===== src/rtl/xmem_pkg.sv =====
package xmem_pkg;
  // Strobes from the sequencer to the datapath
  typedef struct packed {
    logic load;      // latch request fields
    logic inXfer;    // transfer running
    logic showAddr;  // put low address on shared port
    logic showData;  // put store byte on shared port
    logic ale;       // address latch enable
    logic rdAct;     // read strobe window
    logic wrAct;     // write strobe window
    logic capture;   // sample shared port into read register
    logic hiAddr;    // high port carries address
  } xmemCtl_t;
endpackage


===== src/rtl/xmem_ctrl.sv =====
module xmem_ctrl
  import xmem_pkg::*;
#(
  parameter int CLKS_PER_MCYCLE = 6
) (
  input  logic     clk,
  input  logic     rstN,
  input  logic     reqValid,
  input  logic     reqWrite,
  input  logic     reqWide,
  output xmemCtl_t ctl,
  output logic     busy,
  output logic     done
);
  localparam int XFER_CLKS = 2 * CLKS_PER_MCYCLE;
  localparam int CNT_W = $clog2(XFER_CLKS);
  localparam logic [CNT_W-1:0] LAST      = CNT_W'(XFER_CLKS - 1);
  localparam logic [CNT_W-1:0] SECOND    = CNT_W'(CLKS_PER_MCYCLE);
  localparam logic [CNT_W-1:0] ALE_END   = CNT_W'(CLKS_PER_MCYCLE / 2);
  localparam logic [CNT_W-1:0] STB_FIRST = CNT_W'(CLKS_PER_MCYCLE + 1);
  localparam logic [CNT_W-1:0] STB_LAST  = CNT_W'(XFER_CLKS - 2);

  logic             active;
  logic [CNT_W-1:0] cnt;
  logic             isWrite;
  logic             isWide;
  logic             doneQ;
  logic             accept;
  logic             inStb;

  assign accept = reqValid && !active;

  always_ff @(posedge clk or negedge rstN) begin
    if (!rstN) begin
      active  <= 1'b0;
      cnt     <= '0;
      isWrite <= 1'b0;
      isWide  <= 1'b0;
      doneQ   <= 1'b0;
    end else begin
      doneQ <= 1'b0;
      if (accept) begin
        active  <= 1'b1;
        cnt     <= '0;
        isWrite <= reqWrite;
        isWide  <= reqWide;
      end else if (active) begin
        if (cnt == LAST) begin
          active <= 1'b0;
          doneQ  <= 1'b1;
        end else begin
          cnt <= cnt + 1'b1;
        end
      end
    end
  end

  assign inStb = active && (cnt >= STB_FIRST) && (cnt <= STB_LAST);

  always_comb begin
    ctl.load     = accept;
    ctl.inXfer   = active;
    ctl.showAddr = active && (cnt < SECOND);
    ctl.showData = active && isWrite && (cnt >= SECOND);
    ctl.ale      = active && (cnt < ALE_END);
    ctl.rdAct    = inStb && !isWrite;
    ctl.wrAct    = inStb && isWrite;
    ctl.capture  = inStb && !isWrite && (cnt == STB_LAST);
    ctl.hiAddr   = active && isWide;
  end

  assign busy = active;
  assign done = doneQ;


  xfer_len_chk: assert property (@(posedge clk) disable iff (!rstN)
    (active && cnt == LAST) |=> (!active && doneQ));


  done_pulse_chk: assert property (@(posedge clk) disable iff (!rstN)
    doneQ |=> !doneQ);


  busy_ignore_chk: assert property (@(posedge clk) disable iff (!rstN)
    (active && cnt != LAST) |=> (active && isWrite == $past(isWrite) && isWide == $past(isWide)));
endmodule


===== src/rtl/xmem_dp.sv =====
module xmem_dp
  import xmem_pkg::*;
#(
  parameter int ADDR_W = 16,
  parameter int DATA_W = 8
) (
  input  logic              clk,
  input  logic              rstN,
  input  xmemCtl_t          ctl,
  input  logic [ADDR_W-1:0] reqAddr,
  input  logic [DATA_W-1:0] reqAcc,
  input  logic [ADDR_W-DATA_W-1:0] hiPortIo,
  input  logic              rdPinIo,
  input  logic              wrPinIo,
  input  logic [DATA_W-1:0] adIn,
  output logic [DATA_W-1:0] rdData,
  output logic [DATA_W-1:0] adOut,
  output logic              adOe,
  output logic              ale,
  output logic [ADDR_W-DATA_W-1:0] hiOut,
  output logic              rdN,
  output logic              wrN
);
  localparam int HI_W = ADDR_W - DATA_W;

  logic [ADDR_W-1:0] addrQ;
  logic [DATA_W-1:0] accQ;
  logic [DATA_W-1:0] rdQ;

  always_ff @(posedge clk or negedge rstN) begin
    if (!rstN) begin
      addrQ <= '0;
      accQ  <= '0;
    end else if (ctl.load) begin
      addrQ <= reqAddr;
      accQ  <= reqAcc;
    end
  end

  always_ff @(posedge clk or negedge rstN) begin
    if (!rstN) rdQ <= '0;
    else if (ctl.capture) rdQ <= adIn;
  end

  assign rdData = rdQ;
  assign adOut  = ctl.showAddr ? addrQ[DATA_W-1:0] : accQ;
  assign adOe   = ctl.showAddr || ctl.showData;
  assign ale    = ctl.ale;
  assign hiOut  = ctl.hiAddr ? addrQ[ADDR_W-1:DATA_W] : hiPortIo;
  assign rdN    = ctl.inXfer ? !ctl.rdAct : rdPinIo;
  assign wrN    = ctl.inXfer ? !ctl.wrAct : wrPinIo;


  rd_tristate_chk: assert property (@(posedge clk) disable iff (!rstN)
    (ctl.inXfer && !rdN) |-> !adOe);


  ale_hold_chk: assert property (@(posedge clk) disable iff (!rstN)
    $fell(ale) |-> (adOe && $stable(adOut)));


  wr_hold_chk: assert property (@(posedge clk) disable iff (!rstN)
    (ctl.inXfer && $past(ctl.inXfer) && $rose(wrN)) |-> (adOe && $stable(adOut)));


  rd_hold_chk: assert property (@(posedge clk) disable iff (!rstN)
    !ctl.capture |=> $stable(rdData));


  strobe_excl_chk: assert property (@(posedge clk) disable iff (!rstN)
    ctl.inXfer |-> (rdN || wrN));

  if (HI_W < 1) begin : g_badWidth
    initial $error("address must be wider than data");
  end
endmodule


===== src/rtl/xmem_access_unit.sv =====
module xmem_access_unit
  import xmem_pkg::*;
#(
  parameter int CLKS_PER_MCYCLE = 6,
  parameter int ADDR_W = 16,
  parameter int DATA_W = 8
) (
  input  logic              clk,
  input  logic              rstN,
  input  logic              reqValid,
  input  logic              reqWrite,
  input  logic              reqWide,
  input  logic [ADDR_W-1:0] reqAddr,
  input  logic [DATA_W-1:0] reqAcc,
  input  logic [ADDR_W-DATA_W-1:0] hiPortIo,
  input  logic              rdPinIo,
  input  logic              wrPinIo,
  input  logic [DATA_W-1:0] adIn,
  output logic              busy,
  output logic              done,
  output logic [DATA_W-1:0] rdData,
  output logic [DATA_W-1:0] adOut,
  output logic              adOe,
  output logic              ale,
  output logic [ADDR_W-DATA_W-1:0] hiOut,
  output logic              rdN,
  output logic              wrN
);
  xmemCtl_t ctl;

  xmem_ctrl #(.CLKS_PER_MCYCLE(CLKS_PER_MCYCLE)) uCtrl (
    .clk(clk), .rstN(rstN), .reqValid(reqValid), .reqWrite(reqWrite),
    .reqWide(reqWide), .ctl(ctl), .busy(busy), .done(done)
  );

  xmem_dp #(.ADDR_W(ADDR_W), .DATA_W(DATA_W)) uDp (
    .clk(clk), .rstN(rstN), .ctl(ctl), .reqAddr(reqAddr), .reqAcc(reqAcc),
    .hiPortIo(hiPortIo), .rdPinIo(rdPinIo), .wrPinIo(wrPinIo), .adIn(adIn),
    .rdData(rdData), .adOut(adOut), .adOe(adOe), .ale(ale), .hiOut(hiOut),
    .rdN(rdN), .wrN(wrN)
  );
endmodule


===== config.mk =====
export PLATFORM = sky130hd
export DESIGN_NAME = xmem_access_unit
export DESIGN_NICKNAME = d
export VERILOG_FILES = /design/src/rtl/xmem_pkg.sv /design/src/rtl/xmem_ctrl.sv /design/src/rtl/xmem_dp.sv /design/src/rtl/xmem_access_unit.sv
export SDC_FILE = /design/constraint.sdc
export NUM_CORES = 1
export LEC_CHECK = 0
export CORE_MARGIN = 2
export CORE_UTILIZATION = 40
export DETAILED_ROUTE_END_ITERATION = 6
export GPL_TIMING_DRIVEN = 1
export PLACE_DENSITY = 0.81
export SYNTH_ARGS = -nofsm -noshare
export SYNTH_HDL_FRONTEND = slang
export SYNTH_SLANG_ARGS = --single-unit

===== constraint.sdc =====
create_clock -name clk -period 4.6 [get_ports clk]
set_input_delay 0.92 -clock clk [delete_from_list [all_inputs] [get_ports clk]]
set_output_delay 0.92 -clock clk [all_outputs]
set_load 0.1 [all_outputs]

# [Yosys cells after proc, flatten, opt, wreduce, memory -nomap -nowiden]
# Index checks and enable logic that the tools add are counted.
[word_totals] register_bits=40 latch_bits=0 ramBits=0 romBits=0 inputBits=47 word_cells=48 mem_count=0
[op_classes] n_addsub=1 n_mul=0 div_mod_pow=0 order_cmp=5 eq_ne=3 shift=0 n_mux=13 bitwise_logic=0 n_reduce_logical=18
[op_table] operator="8-bit 2-to-1 mux" n=2
[op_table] operator="4-bit 2-to-1 mux" n=3
[op_table] operator="1-bit logical AND" n=11
[op_table] operator="4-bit == test (second input constant)" n=2
[op_table] operator="4-bit by 3-bit greater-or-equal comparator with 1-bit output (second input constant)" n=2
[op_table] operator="1-bit 2-to-1 mux" n=8
[op_table] operator="4-bit by 1-bit adder with 4-bit output (second input constant)" n=1
[op_table] operator="4-bit <= comparator (second input constant)" n=1
[op_table] operator="1-bit logical NOT" n=4
[op_table] operator="4-bit by 2-bit less-than comparator with 1-bit output (second input constant)" n=1
[op_table] operator="4-bit by 3-bit less-than comparator with 1-bit output (second input constant)" n=1
[op_table] operator="2-bit by 1-bit != test with 1-bit output (second input constant)" n=1
[op_table] operator="2-bit AND reduction" n=1
[op_table] operator="2-bit nonzero test" n=1
[op_table] operator="1-bit logical OR" n=1

# [Logic depth before layout (Yosys ltp)]
# Gate-level depths: netlist (run 1).
[depth] word_depth=6 ltp_mapped=5 ltp_nobuf=4

# [Modules after synthesis]
# Synthesis (run 1) repeated with hierarchy kept, for this count alone.
[hier_totals] cells_unflattened=143 hier_area_um2=2039.5
[modules_own_cells] mod="xmem_dp" instances=1 cells_per_inst=92 area_each_um2=1524.0
[modules_own_cells] mod="xmem_ctrl" instances=1 cells_per_inst=51 area_each_um2=515.5

# [Worst setup path after synthesis (run 1)]
# OpenSTA, ideal clock, no wires.
[synth_timing] path_kind="register to output" startpoint="reg uCtrl.active (netlist: uCtrl.busy)" endpoint="out adOe" arrival_time_ns=3.535 required_time_ns=3.680 path_slack_ns=0.145 path_stages_with_launch=4 n_path_buf=1 path_cell_list="dfrtp_1 -> clkbuf_1 -> inv_1 -> o21ai_0"
[synth_via] elab_chain_len=3 elab_cells_between_ends=4 classes_between="4 x reduce/logical"
[synth_lines] item="start: declaration" line_no="xmem_ctrl.sv:23" rtl="logic active;"
[synth_lines] item="start signal: assignment" line_no="xmem_ctrl.sv:35" rtl="active <= 1'b0;"
[synth_lines] item="start signal: assignment" line_no="xmem_ctrl.sv:43" rtl="active <= 1'b1;"
[synth_lines] item="start signal: assignment" line_no="xmem_ctrl.sv:49" rtl="active <= 1'b0;"
[synth_lines] item="1-bit logical AND (2 in series)" line_no="xmem_ctrl.sv:64" rtl="ctl.showData = active && isWrite && (cnt >= SECOND);"
[synth_lines] item="1-bit logical OR *" line_no="xmem_dp.sv:47" rtl="assign adOe = ctl.showAddr || ctl.showData;"
[synth_lines] item="end: declaration" line_no="xmem_access_unit.sv:23" rtl="output logic adOe,"
# Mark *: on every way between the ends. The rest lies on a longest branch, timed or not.

# [Worst setup path after layout (run 1)]
[layout_timing] startpoint="reg uCtrl.active (netlist: uCtrl.busy)" endpoint="out adOut[7]"
[layout_via] elab_chain_len=2
[layout_lines] item="1-bit logical AND" line_no="xmem_ctrl.sv:63" rtl="ctl.showAddr = active && (cnt < SECOND);"
[layout_lines] item="8-bit 2-to-1 mux" line_no="xmem_dp.sv:46" rtl="assign adOut = ctl.showAddr ? addrQ[DATA_W-1:0] : accQ;"
[layout_lines] item="end: declaration" line_no="xmem_access_unit.sv:22" rtl="output logic [DATA_W-1:0] adOut,"
# No other way between the ends.

==> results of run 1 <==
-- metrics by stage --
step | hold WS (ns) | instance area, µm²
floorplan | 0.4401 | 1864
global placement | 0.4546 | 2618
detailed placement | 0.4598 | 2618
CTS | 0.4785 | 2744
global route | 0.5002 | 2744
finish | 0.4733 | 2744
-- worst reg2reg max path, stage by stage (launching register included) --
cell and delay, ns:
dfrtp_1 0.55, nand2b_1 0.74, a32o_1 0.49
-- synth_stat cells (all sizes together) --
library cell	n	area share
a21o	1	0.0047
a31oi	2	0.0067
a32o	1	0.0054
and2	1	0.0034
buf	2	0.0087
clkbuf	7	0.014
dfrtp	40	0.54
ha	2	0.013
inv	3	0.0060
mux2	24	0.16
mux2i	1	0.0054
nand2	85	0.17
nand2b	3	0.010
nand3	2	0.0054
nand3b	2	0.0081
nor2	5	0.010
nor2b	1	0.0034
nor3	1	0.0027
o211ai	1	0.0040
o21ai	2	0.0054
o221ai	1	0.0047
o22ai	1	0.0034
or4	1	0.0060
-- how the worst min path moves through the flow --
stage / slack [ns] / to / startpoint
2_1_floorplan: 0.44 / uDp.accQ[0]$_DFFE_PN0P_ / uDp.accQ[0]$_DFFE_PN0P_
3_3_place_gp: 0.45 / uDp.accQ[6]$_DFFE_PN0P_ / uDp.accQ[6]$_DFFE_PN0P_
3_5_place_dp: 0.46 / uDp.accQ[3]$_DFFE_PN0P_ / uDp.accQ[3]$_DFFE_PN0P_
4_1_cts: 0.48 / uDp.accQ[3]$_DFFE_PN0P_ / uDp.accQ[3]$_DFFE_PN0P_
5_1_grt: 0.50 / uDp.addrQ[5]$_DFFE_PN0P_ / uDp.addrQ[5]$_DFFE_PN0P_
6_report: 0.47 / uDp.accQ[3]$_DFFE_PN0P_ / uDp.accQ[3]$_DFFE_PN0P_
-- logic make-up (layout without fill, tap and decap cells) --
logic type | count (synthesis) | after routing | synth area share
AND/OR/NAND/NOR | 101 | 101 | 0.2201
flip-flops | 40 | 40 | 0.5369
multiplexers | 25 | 25 | 0.1664
buffers and inverters | 12 | 87 | 0.02886
AO/OA/AOI/OAI | 9 | 9 | 0.03423
adder cells (fa/ha/maj) | 2 | 2 | 0.01342
-- cell type report --
class,count,area [µm²]
clock buffer,7,96.34
clock inverter,1,30.03
fill,395,1670
inverter,3,11.26
multi-input combinational,137,812.0
sequential,40,1001
tap,52,65.06
timing repair buffer,76,728.2
-- flip-flops by register name, summed over array words and instances (netlist names) --
register and cells:
uCtrl.busy 1, uDp.accQ 8, uDp.rdData 8, uCtrl.done 1
uCtrl.isWrite 1, uCtrl.isWide 1, uDp.addrQ 16, uCtrl.cnt 4
-- routing by layer --
metal  global-route usage  routed length (µm)
met1               0.2254                1850
met2               0.2742                1995
met3              0.05972                 357
met5                    0                   0
met4              0.03145                  22
==> results.ini, run 1 <==
[routing]
drt_iter0_markers=125
drt-total-wl_um=4226
routedWlPerCell_um=13.37
ant_nets=0
first_pass_iters=4
drc=0
vias=1550
vias_per_cell=4.905

[placed_design]
place_worst_setup_slack_ns=1.171
portBuffers=76
dp.cells=308
gp_congestion=0.7390
post-dp-hpwl_um=2947

[min_path]
whs_path_depth=2
hp-class=flip-flop to flip-flop

[timing]
hold_viol=0
slew_violations=0
setup_tns_ns=0
setup_viol=0
period_needed_ns=3.733
period_share=0.8115
clock_skew_ns=0.003844
relSlewSlack=0.2750
setup_ws_ns=0.8670
clock.fmax_mhz=267.9
rsz0062_at_grt=false
max_slew.worst_pin.slew_ns=1.088

[cts]
post_cts_buffers=0
cts-root-buf=clkbuf_8
clk_pin_slew_ns=0.07
cts_buffer_depth=2
numClockSinks=40
cts_buffers=5
cts_tree=done
worst_skew_pair.late_latency_ns=0.28
cts.repair.resized=0
hold_buffers=0
htree_levels=2

[critical_path]
crit_required_ns=3.68
path_depth=4
critical_path.endpoint=adOut[7]
worstPathArrival_ns=2.81
worstReg2RegStart=uCtrl.busy$_DFF_PN0_
critical_path_class=flip-flop to primary output
crit_fanout=16
cp-startpoint=uCtrl.busy$_DFF_PN0_
cp_slowest_cell=clkdlybuf4s50_1
cp_cell_sequence=nand2b_1 -> a21o_2 -> mux2_2 -> clkdlybuf4s50_1
crit_family=buffers and inverters
max_stage_delay_ns=1.13
cp-end-kind=primary output
reg2reg_to=uCtrl.cnt[2]$_DFFE_PN0P_
critPathLaunchType=flip-flop
cp_num_buf_inv=1
reg2reg_depth=2
reg2reg_setup_slack_ns=2.71

[cells_and_area]
utilization=0.6216
drive_above_1_share=0.1780
areaGrowthSynthToFinish_pct=47.18
mostFrequentLayoutCell=nand2_1
stdcell_count=316
diodes=0
final_cell_mix=nand2_1 (85), clkdlybuf4s50_1 (64), dfrtp_1 (40), mux2_2 (16), buf_4 (11)
final_nets=312

[floorplanning]
start_util=0.4223
dieWidth_um=72.27
placementRows=24
die_area_um2=5223
die-height_um=72.27
io_pins=77
core_area_um2=4414

[global_route]
grt_max_degree=41
grt_usage=0.1704
overflow=0
antenna_found_initial=0
grt_pass1_vias=1504
grt_pass1_wl_um=6996

[logic_synthesis]
syn-cell-area_um2=1864
synth_fp_nets=238
post_synth_num_cell_types=25
syn_area_per_cell_um2=9.864
yosysSeqAreaShare=0.5369
ys_ff_latch=40
syn-instance-count=189
yosysWarningCount=0

[status]
outcome=complete, no violations

[flow_run]
drv_cap=0

Power of run 1 is not shown: default switching activity piles up to over one toggle a cycle in this logic, so the estimate is an artifact.
==> run 2: changes to the inputs <==
==> constraint.sdc (replaced) <==
create_clock -name clk -period 3.7 [get_ports clk]
set_input_delay 0.74 -clock clk [delete_from_list [all_inputs] [get_ports clk]]
set_output_delay 0.74 -clock clk [all_outputs]
set_load 0.1 [all_outputs]
==> run 2 against run 1 <==
Worst hold slack worse by 0.0016 ns. Critical path type unchanged. Final cell count unchanged. Non-clock buffer count up 1. Core utilization is 1.4 points lower. Via count fell by 0.71%. First-iteration DRC count is 41% higher. Setup slack better by 0.10 ns. Wire length rose by 0.21%. Largest cell class unchanged. Clock skew rose by 0.0017 ns. Register-to-register slack got worse by 0.86 ns. Die area stayed put. Cell area down 2.2%.
==> results.ini, run 2 (synthesized netlist as in run 1, its figures left out) <==
[timing]
hold_viol=0  ; unchanged
relSlewSlack=0.3106  ; +0.03562
period_needed_ns=2.730
clock_skew_ns=0.005569  ; +0.001725 ns
whs_ns=0.4717  ; -0.001565 ns
rsz0062_at_grt=false
slew_violations=0  ; unchanged
clock.fmax_mhz=366.3
setup_viol=0  ; unchanged
setup_tns_ns=0  ; unchanged
max_slew.worst_pin.slew_ns=1.034  ; -0.05342 ns
period_share=0.7379

[routing]
drt-total-wl_um=4235  ; +0.21%
ant_nets=0  ; unchanged
vias=1539  ; -0.71%
vias_per_cell=4.870  ; -0.71%
routedWlPerCell_um=13.40  ; +0.21%
first_pass_iters=4  ; unchanged
drc=0  ; unchanged
drt_iter0_markers=176  ; +41%

[cts]
clk_pin_slew_ns=0.07  ; about the same
cts-root-buf=clkbuf_8
cts_tree=done
hold_buffers=0  ; unchanged
htree_levels=2  ; unchanged
cts.repair.resized=0  ; unchanged
cts_buffer_depth=2  ; unchanged
cts_buffers=5  ; unchanged
post_cts_buffers=0  ; unchanged
numClockSinks=40  ; unchanged
worst_skew_pair.late_latency_ns=0.29  ; about the same

[min_path]
worstHoldEndpoint=uDp.accQ[7]$_DFFE_PN0P_
whs_path_depth=2  ; unchanged
hp-class=flip-flop to flip-flop
hold_start=uDp.accQ[7]$_DFFE_PN0P_

[critical_path]
reg2reg_setup_slack_ns=1.85  ; -0.86 ns
worstPathArrival_ns=1.99  ; -0.82 ns
worstReg2RegStart=uCtrl.busy$_DFF_PN0_
critical_path_class=flip-flop to primary output
crit_fanout=16  ; unchanged
crit_required_ns=2.96  ; -0.72 ns
reg2reg_to=uCtrl.cnt[2]$_DFFE_PN0P_
reg2reg_depth=2  ; unchanged
cp-end-kind=primary output
critPathLaunchType=flip-flop

[status]
outcome=complete, no violations

[global_route]
grt_pass1_wl_um=7010  ; +0.20%
grt_max_degree=41  ; unchanged
grt_pass1_vias=1477  ; -1.8%
grt_busiest_layer=met2
grt_usage=0.1754  ; +0.005036
antenna_found_initial=0  ; unchanged
grt_use_met2=0.2712  ; -0.003058
use_met1=0.2384  ; +0.01301
use_met3=0.05556  ; -0.004167
overflow=0  ; unchanged

[floorplanning]
start_util=0.4223  ; unchanged
dieWidth_um=72.27  ; unchanged
die_area_um2=5223  ; unchanged
die-height_um=72.27  ; unchanged
core_area_um2=4414  ; unchanged
placementRows=24  ; unchanged
io_pins=77  ; unchanged

[placed_design]
post-dp-hpwl_um=3000  ; +1.8%
portBuffers=76  ; unchanged
dp.cells=309  ; +0.32%
gp_congestion=0.7887  ; +6.7%
place_area_um2=2605  ; -0.48%

[cells_and_area]
largest_reg_flops=16  ; unchanged
stdcell_count=316  ; unchanged
final_cell_mix=nand2_1 (85), clkdlybuf4s50_1 (54), dfrtp_1 (40), buf_4 (22), mux2_2 (16)
mostFrequentLayoutCell=nand2_1
drive_above_1_share=0.2159  ; +0.03788
fillerInstances=370  ; -6.3%
regMostFlops=uDp.addrQ
final_nets=313  ; +0.32%
areaGrowthSynthToFinish_pct=43.89
design_area_um2=2683  ; -2.2%
diodes=0  ; unchanged

[flow_run]
drv_cap=0  ; unchanged

[run 2: worst max path at each step]
stage,to,from,slack [ns]
detailed placement,uCtrl.cnt[2]$_DFFE_PN0P_,reqValid,1.22
global route,adOut[0],uCtrl.busy$_DFF_PN0_,0.83
CTS,adOut[0],uCtrl.busy$_DFF_PN0_,0.95
finish,adOut[0],uCtrl.busy$_DFF_PN0_,0.97
global placement,uCtrl.cnt[2]$_DFFE_PN0P_,reqValid,1.22
floorplan,rdN,uCtrl.busy$_DFF_PN0_,0.04
[run 2: critical path: stages (launching register included)]
cell and delay [ns]:
dfrtp_1 0.64, nand2b_1 0.20, a21o_2 0.32, mux2_2 0.26, buf_4 0.28
[run 2: cell type report]
class	instances	area (µm²)	area share
Clock buffer	6	72.57	0.02705
Clock inverter	1	5.005	0.001866
Inverter	3	11.26	0.004198
Multi-Input combinational cell	137	817.0	0.3046
Sequential cell	40	1001	0.3731
Tap cell	52	65.06	0.02425
Timing Repair Buffer	77	710.7	0.2649
[run 2: per-stage QoR]
stage / utilization / setup WS [ns]
after floorplan: - / 0.04036
after global placement: 0.5901 / 1.224
after detailed placement: 0.5901 / 1.222
after CTS: 0.6077 / 0.9474
after global routing: 0.6077 / 0.8284
final: 0.6077 / 0.9699
[run 2: per-layer routing]
layer / wire length (µm) / vias up
li1: - / 758
met1: 1912 / 710
met2: 1910 / 65
met3: 361 / 6
met4: 51 / 0
met5: 0 / -
Power of run 2 is left out for the same reason.
==> run 3: changes to the inputs <==
--- a/config.mk
+++ b/config.mk
@@ -6,10 +6,10 @@
 export NUM_CORES = 1
 export LEC_CHECK = 0
 export CORE_MARGIN = 2
-export CORE_UTILIZATION = 40
+export CORE_UTILIZATION = 38
 export DETAILED_ROUTE_END_ITERATION = 6
 export GPL_TIMING_DRIVEN = 1
-export PLACE_DENSITY = 0.81
+export PLACE_DENSITY = 0.8
 export SYNTH_ARGS = -nofsm -noshare
 export SYNTH_HDL_FRONTEND = slang
 export SYNTH_SLANG_ARGS = --single-unit
==> constraint.sdc (replaced) <==
create_clock -name clk -period 2.3 [get_ports clk]
set_input_delay 0.46 -clock clk [delete_from_list [all_inputs] [get_ports clk]]
set_output_delay 0.46 -clock clk [all_outputs]
set_load 0.1 [all_outputs]
==> run 3 against run 2 <==
Clock skew decreased by 0.0021 ns. Sequential share of layout area decreased by 4.2 points. Final cell count increased by 6.3%. Cell area increased by 13%. Core utilization increased by 3.5 points. Critical path depth unchanged. Critical endpoint is now adOut[7].
==> results.ini, run 3 (synthesized netlist as in run 1, its figures left out) <==
[timing]
setup_viol=0  ; unchanged
clock_skew_ns=0.003483  ; -0.002086 ns
slew_violations=0  ; unchanged
clock.fmax_mhz=454.1
rsz0062_at_grt=false
period_needed_ns=2.202
relSlewSlack=0.5585  ; +0.2479
setup_tns_ns=0  ; unchanged
hold_viol=0  ; unchanged
period_share=0.9575
max_slew.worst_pin.slew_ns=0.6623  ; -0.3718 ns

[routing]
vias_per_cell=4.500  ; -7.6%
drt-total-wl_um=4302  ; +1.6%
vias=1512  ; -1.8%
drc=0  ; unchanged
first_pass_iters=4  ; unchanged
routedWlPerCell_um=12.80  ; -4.5%
ant_nets=0  ; unchanged
drt_iter0_markers=76  ; -57%

[cts]
htree_levels=2  ; unchanged
numClockSinks=40  ; unchanged
worst_skew_pair.late_latency_ns=0.28  ; about the same
cts_buffers=5  ; unchanged
hold_buffers=0  ; unchanged
cts-root-buf=clkbuf_8
clk_pin_slew_ns=0.07  ; about the same
cts_tree=done
cts_buffer_depth=2  ; unchanged

[floorplanning]
core_area_um2=4723  ; +7.0%
io_pins=77  ; unchanged
die-height_um=74.04  ; +2.4%
die_area_um2=5482  ; +5.0%
placementRows=25  ; +4.2%
start_util=0.3947  ; -0.02763
dieWidth_um=74.04  ; +2.4%

[critical_path]
cp_cell_sequence=nand2b_2 -> a21o_4 -> mux2_2 -> buf_12
critical_path_class=flip-flop to primary output
crit_required_ns=1.84  ; -1.12 ns
crit_fanout=9  ; -7
worstPathArrival_ns=1.74  ; -0.25 ns
cp_num_buf_inv=1  ; unchanged
cp_slowest_cell=dfrtp_1
crit_family=flip-flops
critPathLaunchType=flip-flop
reg2reg_setup_slack_ns=0.54  ; -1.31 ns
cp-end-kind=primary output
max_stage_delay_ns=0.44  ; -0.20 ns

[cells_and_area]
final_nets=318  ; +1.6%
mostFrequentLayoutCell=nand2_1
final_cell_mix=nand2_1 (84), clkdlybuf4s50_1 (45), dfrtp_1 (39), buf_12 (20)
areaGrowthSynthToFinish_pct=62.95
largest_reg_flops=16  ; unchanged
fillerInstances=359  ; -3.0%
drive_above_1_share=0.2937  ; +0.07777
regMostFlops=uDp.addrQ
diodes=0  ; unchanged

[global_route]
grt_max_degree=31  ; -24%
grt_pass1_wl_um=7383  ; +5.3%
overflow=0  ; unchanged
antenna_found_initial=0  ; unchanged
grt_pass1_vias=1606  ; +8.7%
grt_usage=0.1742  ; -0.001258

[flow_run]
drv_cap=0  ; unchanged

[status]
outcome=complete, no violations

[min_path]
hp-class=primary input to asynchronous set/reset pin

[placed_design]
post-dp-hpwl_um=3287  ; +9.6%
gp_congestion=0.7481  ; -5.1%
portBuffers=76  ; unchanged

[run 3: layer usage]
layer  part of all wire  GRT usage  vias up
met1               0.43     0.2177      688
met2               0.49     0.2966       52
met4             0.0065    0.04242        0
met5                  0          0        -
met3              0.072    0.05285        4
li1                   -          -      768
[run 3: what timing repair did]
action	4_1_cts	5_1_grt
endpoints found under the setup margin	18	2
endpoints found under the hold margin	0	0
gates resized for setup	4	1
setup buffers	0	0
[run 3: per-stage QoR]
step | area, µm² | hold slack (ns) | setup slack (ns) | std cells | util
final | 3038 | 0.2041 | 0.09782 | 336 | 0.6432
after global routing | 3038 | 0.2657 | 0.01774 | 336 | 0.6432
after CTS | 3035 | 0.2278 | 0.07452 | 336 | 0.6426
after detailed placement | 2940 | 0.4569 | 0.2199 | 329 | 0.6225
after global placement | 2940 | 0.4538 | 0.2369 | 329 | 0.6225
after floorplan | 1921 | 0.1644 | 0.06393 | 189 | -
[run 3: area by class of cell]
class                           instances  area, µm²  area share
Clock buffer                            6      72.57     0.02389
Tap cell                               67      83.83     0.02759
Clock inverter                          1      5.005    0.001647
Multi-Input combinational cell        137      884.6      0.2912
Timing Repair Buffer                   82      975.9      0.3213
Sequential cell                        40       1005      0.3307
Inverter                                3      11.26    0.003707
[run 3: path summary, 6_finish.rpt]
check / end / start / depth (start not counted)
hold / removal: uCtrl.done$_DFF_PN0_ / rstN / 1
hold reg to reg: uDp.addrQ[6]$_DFFE_PN0P_ / uDp.addrQ[6]$_DFFE_PN0P_ / 2
min in group clk: uDp.addrQ[6]$_DFFE_PN0P_ / uDp.addrQ[6]$_DFFE_PN0P_ / 2
max in group asynchronous: uDp.accQ[4]$_DFFE_PN0P_ / rstN / 2
setup reg to reg: uDp.rdData[2]$_DFFE_PN0P_ / uCtrl.cnt[2]$_DFFE_PN0P_ / 3
setup / recovery: adOut[7] / uCtrl.cnt[3]$_DFFE_PN0P_ / 4
Power of run 3 is left out for the same reason.
